<file path="config.mk">
export PLATFORM = sky130hd
export DESIGN_NAME = lutemu_top
export DESIGN_NICKNAME = d
export VERILOG_FILES = /design/src/rtl/lutemu_pkg.sv /design/src/rtl/lutemu_cfg.sv /design/src/rtl/lutemu_xbar.sv /design/src/rtl/lutemu_eval.sv /design/src/rtl/lutemu_top.sv
export SDC_FILE = /design/constraint.sdc
export NUM_CORES = 1
export LEC_CHECK = 0
export ABC_AREA = 1
export BUFFER_PORTS_ARGS = -buffer_cell sky130_fd_sc_hd__buf_2
export CAP_MARGIN = 5
export CORE_MARGIN = 2
export CORE_UTILIZATION = 36
export CTS_BUF_LIST = sky130_fd_sc_hd__clkbuf_8 sky130_fd_sc_hd__clkbuf_16
export DETAILED_ROUTE_END_ITERATION = 8
export HOLD_SLACK_MARGIN = 0.03
export SETUP_SLACK_MARGIN = 0.3
export SKIP_CTS_REPAIR_TIMING = 1
export SYNTH_ARGS = -nofsm -noshare
export SYNTH_HDL_FRONTEND = slang
export SYNTH_SLANG_ARGS = --single-unit
</file>
<file path="constraint.sdc">
create_clock -name clk -period 1.85 [get_ports clk]
set_clock_uncertainty 0.05 [all_clocks]
set_input_delay 0.185 -clock clk [delete_from_list [all_inputs] [get_ports clk]]
set_output_delay 0.185 -clock clk [all_outputs]
set_load 0.005 [all_outputs]
</file>
<file path="src/rtl/lutemu_pkg.sv">
package lutemu_pkg;

    typedef enum logic [1:0] {
        PH_IDLE   = 2'd0,
        PH_MAP    = 2'd1,
        PH_EVAL   = 2'd2,
        PH_COMMIT = 2'd3
    } lutemu_phase_e;

    localparam int NMINTERM = 16;
    localparam int NPASS    = 4;

endpackage

</file>
<file path="src/rtl/lutemu_cfg.sv">
module lutemu_cfg
    import lutemu_pkg::*;
#(
    parameter int W  = 16,
    parameter int IW = 4,
    parameter int AW = 7
) (
    input  logic                               clk,
    input  logic                               rst_n,
    input  logic                               wr_en_i,
    input  logic [AW-1:0]                      addr_i,
    input  logic [W-1:0]                       wdata_i,
    input  logic [1:0]                         pass_i,
    output logic [NMINTERM-1:0][W-1:0]         mask_o,
    output logic [W-1:0][IW-1:0]               sel_o
);

    typedef struct packed {
        logic [NMINTERM-1:0][W-1:0]       mask;
        logic [NPASS-1:0][W-1:0][IW-1:0]  route;
    } cfg_t;

    cfg_t cfg_d, cfg_q;

    always_comb begin
        cfg_d = cfg_q;
        if (wr_en_i) begin
            if (addr_i[AW-1]) begin
                cfg_d.route[addr_i[IW+1:IW]][addr_i[IW-1:0]] = wdata_i[IW-1:0];
            end else begin
                cfg_d.mask[addr_i[3:0]] = wdata_i;
            end
        end
    end

    always_ff @(posedge clk or negedge rst_n) begin
        if (!rst_n) cfg_q <= '0;
        else        cfg_q <= cfg_d;
    end

    assign mask_o = cfg_q.mask;
    assign sel_o  = cfg_q.route[pass_i];

endmodule

</file>
<file path="src/rtl/lutemu_xbar.sv">
module lutemu_xbar #(
    parameter int W  = 16,
    parameter int IW = 4
) (
    input  logic [W-1:0]          src_i,
    input  logic [W-1:0][IW-1:0]  sel_i,
    output logic [W-1:0]          word_o
);

    for (genvar gi = 0; gi < W; gi++) begin : g_lane
        assign word_o[gi] = src_i[sel_i[gi]];
    end

endmodule

</file>
<file path="src/rtl/lutemu_eval.sv">
module lutemu_eval
    import lutemu_pkg::*;
#(
    parameter int W = 16
) (
    input  logic [W-1:0]                 op_a_i,
    input  logic [W-1:0]                 op_b_i,
    input  logic [W-1:0]                 op_c_i,
    input  logic [W-1:0]                 op_d_i,
    input  logic [NMINTERM-1:0][W-1:0]   mask_i,
    output logic [W-1:0]                 f_o
);

    logic [NMINTERM-1:0][W-1:0] minterm;

    for (genvar gk = 0; gk < NMINTERM; gk++) begin : g_min
        localparam logic [3:0] K = 4'(gk);
        assign minterm[gk] = (K[0] ? op_a_i : ~op_a_i)
                           & (K[1] ? op_b_i : ~op_b_i)
                           & (K[2] ? op_c_i : ~op_c_i)
                           & (K[3] ? op_d_i : ~op_d_i);
    end

    always_comb begin
        f_o = '0;
        for (int k = 0; k < NMINTERM; k++) begin
            f_o = f_o | (minterm[k] & mask_i[k]);
        end
    end

endmodule

</file>
<file path="src/rtl/lutemu_top.sv">
module lutemu_top
    import lutemu_pkg::*;
#(
    parameter  int W  = 16,
    localparam int IW = $clog2(W),
    localparam int AW = 1 + (((2 + IW) > 4) ? (2 + IW) : 4)
) (
    input  logic           clk,
    input  logic           rst_n,
    input  logic           cfg_wr_i,
    input  logic [AW-1:0]  cfg_addr_i,
    input  logic [W-1:0]   cfg_wdata_i,
    input  logic           step_i,
    output logic           done_o,
    output logic [W-1:0]   state_o
);

    typedef struct packed {
        lutemu_phase_e              phase;
        logic [1:0]                 pass;
        logic [NPASS-1:0][W-1:0]    opnd;
        logic [W-1:0]               result;
        logic [W-1:0]               state;
        logic                       done;
    } core_t;

    core_t core_d, core_q;

    logic                        cfg_wr_en;
    logic [NMINTERM-1:0][W-1:0]  mask_w;
    logic [W-1:0][IW-1:0]        sel_w;
    logic [W-1:0]                route_word;
    logic [W-1:0]                eval_word;

    assign cfg_wr_en = cfg_wr_i && (core_q.phase == PH_IDLE);

    lutemu_cfg #(.W(W), .IW(IW), .AW(AW)) u_cfg (
        .clk     (clk),
        .rst_n   (rst_n),
        .wr_en_i (cfg_wr_en),
        .addr_i  (cfg_addr_i),
        .wdata_i (cfg_wdata_i),
        .pass_i  (core_q.pass),
        .mask_o  (mask_w),
        .sel_o   (sel_w)
    );

    lutemu_xbar #(.W(W), .IW(IW)) u_xbar (
        .src_i  (core_q.state),
        .sel_i  (sel_w),
        .word_o (route_word)
    );

    lutemu_eval #(.W(W)) u_eval (
        .op_a_i (core_q.opnd[0]),
        .op_b_i (core_q.opnd[1]),
        .op_c_i (core_q.opnd[2]),
        .op_d_i (core_q.opnd[3]),
        .mask_i (mask_w),
        .f_o    (eval_word)
    );

    always_comb begin
        core_d      = core_q;
        core_d.done = 1'b0;
        unique case (core_q.phase)
            PH_IDLE: begin
                if (step_i) begin
                    core_d.phase = PH_MAP;
                    core_d.pass  = 2'd0;
                end
            end
            PH_MAP: begin
                core_d.opnd[core_q.pass] = route_word;
                if (core_q.pass == 2'(NPASS - 1)) core_d.phase = PH_EVAL;
                else                              core_d.pass  = core_q.pass + 2'd1;
            end
            PH_EVAL: begin
                core_d.result = eval_word;
                core_d.phase  = PH_COMMIT;
            end
            PH_COMMIT: begin
                core_d.state = core_q.result;
                core_d.done  = 1'b1;
                core_d.phase = PH_IDLE;
            end
            default: core_d.phase = PH_IDLE;
        endcase
    end

    always_ff @(posedge clk or negedge rst_n) begin
        if (!rst_n) core_q <= '0;
        else        core_q <= core_d;
    end

    assign done_o  = core_q.done;
    assign state_o = core_q.state;


    start_accept_chk: assert property (@(posedge clk) disable iff (!rst_n)
        (core_q.phase == PH_IDLE && step_i) |=> (core_q.phase == PH_MAP && core_q.pass == 2'd0));


    done_single_chk: assert property (@(posedge clk) disable iff (!rst_n)
        done_o |=> !done_o);


    no_restart_chk: assert property (@(posedge clk) disable iff (!rst_n)
        (core_q.phase != PH_IDLE) |=> !(core_q.phase == PH_MAP && core_q.pass == 2'd0));


    cfg_frozen_chk: assert property (@(posedge clk) disable iff (!rst_n)
        (core_q.phase != PH_IDLE) |=> ($stable(mask_w) && $stable(u_cfg.cfg_q.route)));


    state_hold_chk: assert property (@(posedge clk) disable iff (!rst_n)
        !$stable(state_o) |-> done_o);

endmodule

</file>
# Yosys cells after proc, flatten, opt, wreduce, memory -nomap -nowiden
# Index checks and enable logic that the tools add are counted.
word_totals:
  ff_bits: 613
  latchBits: 0
  ram_bits: 0
  rom_bits: 0
  inputBits: 27
  output_inout_bits: 17
  n_memories: 0
op_classes:
  add_sub_neg: 1
  mul: 0
  div: 0
  order_cmp: 22
  eq_ne: 7
  shift: 0
  mux: 51
  bitwise: 64
  n_reduce_logical: 10
ops:
  columns: ["cell", "count"]
  rows:
  - ["$and 16x16->16", 44]
  - ["$bwmux 256", 2]
  - ["$or 16x16->16", 15]
  - ["$bmux 64 s2", 1]
  - ["$demux 64 s2", 1]
  - ["$mux 64", 2]
  - ["$lt 4x5->1 const B", 17]
  - ["$bmux 1 s4", 16]
  - ["$bwmux 64", 1]
  - ["$demux 16 s4", 1]
  - ["$not 16->16", 4]
  - ["$demux 16 s2", 1]
  - ["$mux 16", 2]
  - ["$mux 1", 17]
  - ["$demux 4 s4", 1]
  - ["$mux 4", 2]
  - ["$pmux 2 s4", 1]
  - ["$eq 2x2->1 const B", 3]
  - ["$lt 2x3->1 const B", 2]
  - ["$ne 2x2->1 const B", 3]
  - ["$reduce_and 2->1", 3]
  - ["$ge 2x1->1 const B", 2]
  - ["$ge 4x1->1 const B", 1]
  - ["$logic_and 1x1->1", 4]
  - ["8 further kinds", 9]

# Longest topological paths before layout
depth:
  word_depth: 20
  mapped_depth: 13

# Modules after synthesis
# Synthesis repeated with hierarchy kept, for this count alone.
unflattened:
  cells_unflattened: 4761
  area_unflattened_um2: 35435.2
modules_own_cells:
  columns: ["module", "instances", "cells_each", "area_each_um2"]
  rows:
  - ["lutemu_cfg", 1, 3081, 24797.5]
  - ["lutemu_top", 1, 389, 4162.7]
  - ["lutemu_eval", 1, 683, 3577.2]
  - ["lutemu_xbar", 1, 608, 2897.8]

# Worst setup path after synthesis
# OpenSTA, ideal clock, no wires.
synth_timing:
  kind: "reg-to-reg"
  startpoint: "register core_q[98] (netlist bit)"
  endpoint: "register core_q[54] (netlist bit)"
  setup_time_ns: 0.066
  t_arrival_ns: 1.828
  required_time_ns: 1.734
  setup_slack_ns: -0.093
  stages_incl_launch_ff: 12
  cell_sequence: "dfrtp_1 > buf_4 > inv_2 > buf_6 > buf_6 > buf_4 > ha_1 > nand2_1 > inv_1 > clkbuf_1 > nand2_1 > nand2_1"
synth_via:
  elab_chain_len: 5
  elab_cells_between_ends: 10
synth_rtl:
  columns: ["element", "line", "rtl"]
  rows:
  - ["start: declaration", "lutemu_top.sv:27", "core_t core_d, core_q;"]
  - ["start signal: assignment", "lutemu_top.sv:93", "else core_q <= core_d;"]
  - ["$bmux 64 s2 (tied with other cells)", "lutemu_cfg.sv:42", "assign sel_o = cfg_q.route[pass_i];"]
  - ["$mux 64 (not written as such) or $logic_and 1x1->1 (tied branches)", "lutemu_cfg.sv:42, lutemu_top.sv:74", null]
  - ["$bmux 1 s4 or $mux 16 (tied branches)", "lutemu_xbar.sv:11, lutemu_top.sv:74", null]
  - ["$mux 1 (not written as such) or $demux 16 s2 (tied branches)", "lutemu_xbar.sv:11, lutemu_top.sv:74", null]
  - ["$bwmux 64 *", "lutemu_top.sv:74", "core_d.opnd[core_q.pass] = route_word;"]
# Mark *: on every way between the ends. The rest lies on a longest branch, timed or not. The select of a mux whose other input is x is not followed.
# A chain may end at the register's enable or synchronous reset.

# Worst setup path in the final report
layout_timing:
  startpoint: "register core_q[97] (netlist bit)"
  endpoint: "register core_q[93] (netlist bit)"
# The elaborated chain is that of the path after synthesis.

==> reports/qor.yml <==
run_status:
  status: "finished, violations left"
  violations: "negative hold slack, negative setup slack"
timing:
  setup_slack_ps: -223
  rsz0062_at_grt: "yes"
  hold_viol_final: 2
  whs_ps: -4.30
  fmax_ghz: 0.482
  slew_headroom_pct: 59.2
  final-setup-viol-count: 128
  tightest_slew_ps: 612
  slew_violations: 0
  period_share_pct: 112
  layout_min_cycle_time_ps: 2070
final_layout:
  area_growth_pct: 22.0
  diodes: 0
  layout_commonest_cell: "nand2_1"
  layout_common_cells: "nand2_1 (1,162), dfrtp_1 (611), nand3_1 (499)"
  final_area_mm2: 0.0368
  utilization_pct: 44.2
  fillers: 8197
  num-nets-final: 3981
  drive_above_1_share_pct: 14.6
clock_tree:
  cts.path.max_buffers: 3
  cts-root-buf: "clkbuf_16"
  cts_inserted_buffers: 70
  ctsHtreeMaxLevel: 3
  clk_pin_slew_worst_paths_ps: 60
  clkLatencyLatePin_ps: 620
  cts_sinks: 613
  cts_tree: "built"
worst_hold_path:
  hp-start: "cfg_wdata_i[11]"
  hold_class: "in -> reg"
routing:
  antenna_left: 0
  viasPerCell: 5.37
  vias: 27300
  drcViolationCount: 0
  detail_route.first_pass.iterations: 7
  wl_per_cell_um: 19.4
  drt_wl_total_um: 98600
  drt-initial-drc-count: 2547
floorplanning:
  dieArea_mm2: 0.0861
  die_x_um: 293
  start_util_pct: 36.2
  die_h_um: 293
  rows: 106
  ioPinCount: 44
  design.core.area_mm2: 0.0833
setup_path:
  crit_path_max_incr_delay_ps: 570
  cp-start-kind: "register"
  crit_path_frequent_cell: "nand2_1"
  worstPathArrival_ps: 2550
  crit_required_ps: 2320
  cp_cell_sequence: "buf_12 > clkbuf_16 > nand2_1 > nand3_4 > nand2_4 > nand2_1 > nand3_1 > nand3_1 > nand3_1 > nand2_4 > nand2_1 > nand2_1"
  crit_fanout: 12
  slowest_stage: "dfrtp_4"
  r2r-start: "core_q[97]$_DFFE_PN0P_"
  crit_path_end_kind: "register"
  critPathLaunch: "core_q[97]$_DFFE_PN0P_"
  critPathKind: "reg -> reg"
power_and_ir_drop:
  switching_share_pct: 39.2
  powerDensity_mw_per_mm2: 1450
  share_comb_of_total_power_pct: 38.8
  power.total_mw: 53.2
  p_int_mw: 32.4
  max-vdd-ir-drop_uv: 681
  power_frac_clock_pct: 27.1
  p_seq_share_pct: 34.1
  p_leak_nw: 17.0
  p_sw_mw: 20.9
global_route:
  grt_pass1_wl_um: 151000
  grt_max_degree: 83
  grt_usage_pct: 22.5
  antenna_found_initial: 1
  overflow: 0
  grt_pass1_vias: 25800
logic_synthesis:
  syn_inst: 3810
  synth-seq-cells: 613
  synth_cell_types: 40
  yosysSeqAreaShare_pct: 50.9
  synthesis.area_mm2: 0.0302
  syn_nets: 3846
  ys_warn_count: 0
  avgSynthCellArea_um2: 7.91
job:
  cap_violations: 0
placed_design:
  portBuffers: 43
  dpl.hpwl_um: 60900
  place_area_mm2: 0.0336
  place_congestion: 0.890
registers in the layout, indices dropped and copies added (netlist names):
register,cells
u_cfg.mask_o,256
state_o,16
done_o,1
core_q,84
u_cfg.cfg_q,256
critical path, delay by kind of cell, from the launching register on:
kind / cells / cell delay [ps]
buffers and inverters: 2 / 350
AND/OR/NAND/NOR: 10 / 1010
flip-flops: 1 / 570
kinds of logic (layout without fill, tap and decap cells):
| kind of cell | after synthesis | in the layout | share of synthesized area (%) |
|---|---|---|---|
| and+or+nand+nor | 2037 | 2044 | 30.1 |
| AOI/OAI and AO/OA | 671 | 671 | 12.0 |
| DFF | 613 | 613 | 50.9 |
| buffers and inverters | 480 | 659 | 6.66 |
| adders and majority gates | 9 | 9 | 0.373 |
power groups by stage:
stage	Clock, mW	Combinational (mW)	Sequential [mW]
after global routing	15.3	22.5	18.5
after detailed placement	0	19.2	18.3
after global placement	0	18.8	18.3
after floorplan	0	12.1	17.4
final	14.5	20.6	18.2
after CTS	14.7	19.2	18.1
synthesized netlist by cell type:
cell          n  share of area, %
o22ai_1      38              0.79
nor3_2        1             0.033
nand2_2      34              0.71
a22oi_1       1             0.025
buf_1         1             0.012
nand3_2      32               1.1
o2111ai_1     3             0.087
a211oi_1      3             0.075
a21boi_0      1             0.025
o21ai_0     482               8.0
buf_6         7              0.26
nor4_4        2              0.14
dfrtp_1     613                51
nand4_1      92               1.9
buf_4        34              0.85
clkinv_1     22              0.27
ha_1          9              0.37
nor3b_1       3             0.075
o21ai_1      54              0.90
buf_2        22              0.37
clkbuf_1    146               1.8
inv_1       238               3.0
and3_1        1             0.021
a32o_1       16              0.53
nand3_1     501               8.3
a41oi_1       5              0.15
nor2_2        7              0.15
nor3_4        4              0.22
a21oi_1      50              0.83
nor2_1       46              0.57
o2111a_1     10              0.37
nand3b_1     31              0.77
nand2_1    1253                16
o2bb2ai_1     6              0.17
nor3_1       26              0.43
and2_1        2             0.041
o21ai_2       1             0.029
inv_2        10              0.12
or2_1         2             0.041
o211ai_1      1             0.025
routing by layer:
metal  up-vias  share of wire (%)  GRT usage, %
li1      13000                  -             -
met1     13100                 45          31.9
met2       978                 45          35.5
met3       199                7.3          3.56
met4         0                2.8          6.61
met5         -                  0             0
area by class of cell:
type / count / area (µm²) / share of cell area, %
Clock inverter: 39 / 435 / 1.18
Sequential cell: 613 / 15300 / 41.7
Timing Repair Buffer: 266 / 3140 / 8.54
Clock buffer: 84 / 1970 / 5.35
Inverter: 270 / 1030 / 2.81
Tap cell: 1080 / 1350 / 3.67
Multi-Input combinational cell: 2724 / 13500 / 36.7
worst paths after layout:
kind	endpoint	slack, ps	depth (start not counted)
setup / recovery	core_q[93]$_DFFE_PN0P_	-220	12
hold / removal	u_cfg.mask_o[171]$_DFFE_PN0P_	-4	3
setup reg to reg	core_q[93]$_DFFE_PN0P_	-220	12
hold reg to reg	u_cfg.mask_o[197]$_DFFE_PN0P_	430	2
max in group asynchronous	u_cfg.mask_o[216]$_DFFE_PN0P_	1080	4
min in group asynchronous	u_cfg.cfg_q[27]$_DFFE_PN0P_	130	3
per-stage QoR:
step | setup slack, ps | setup TNS [ps] | std cells
global placement | -231 | -10120 | 4919
CTS | -269 | -15760 | 5042
global route | -321 | -39900 | 5076
finish | -223 | -12290 | 5076
detailed placement | -263 | -12670 | 4919
floorplan | 118 | 0 | 3810
(Power assumes the default switching activity.)
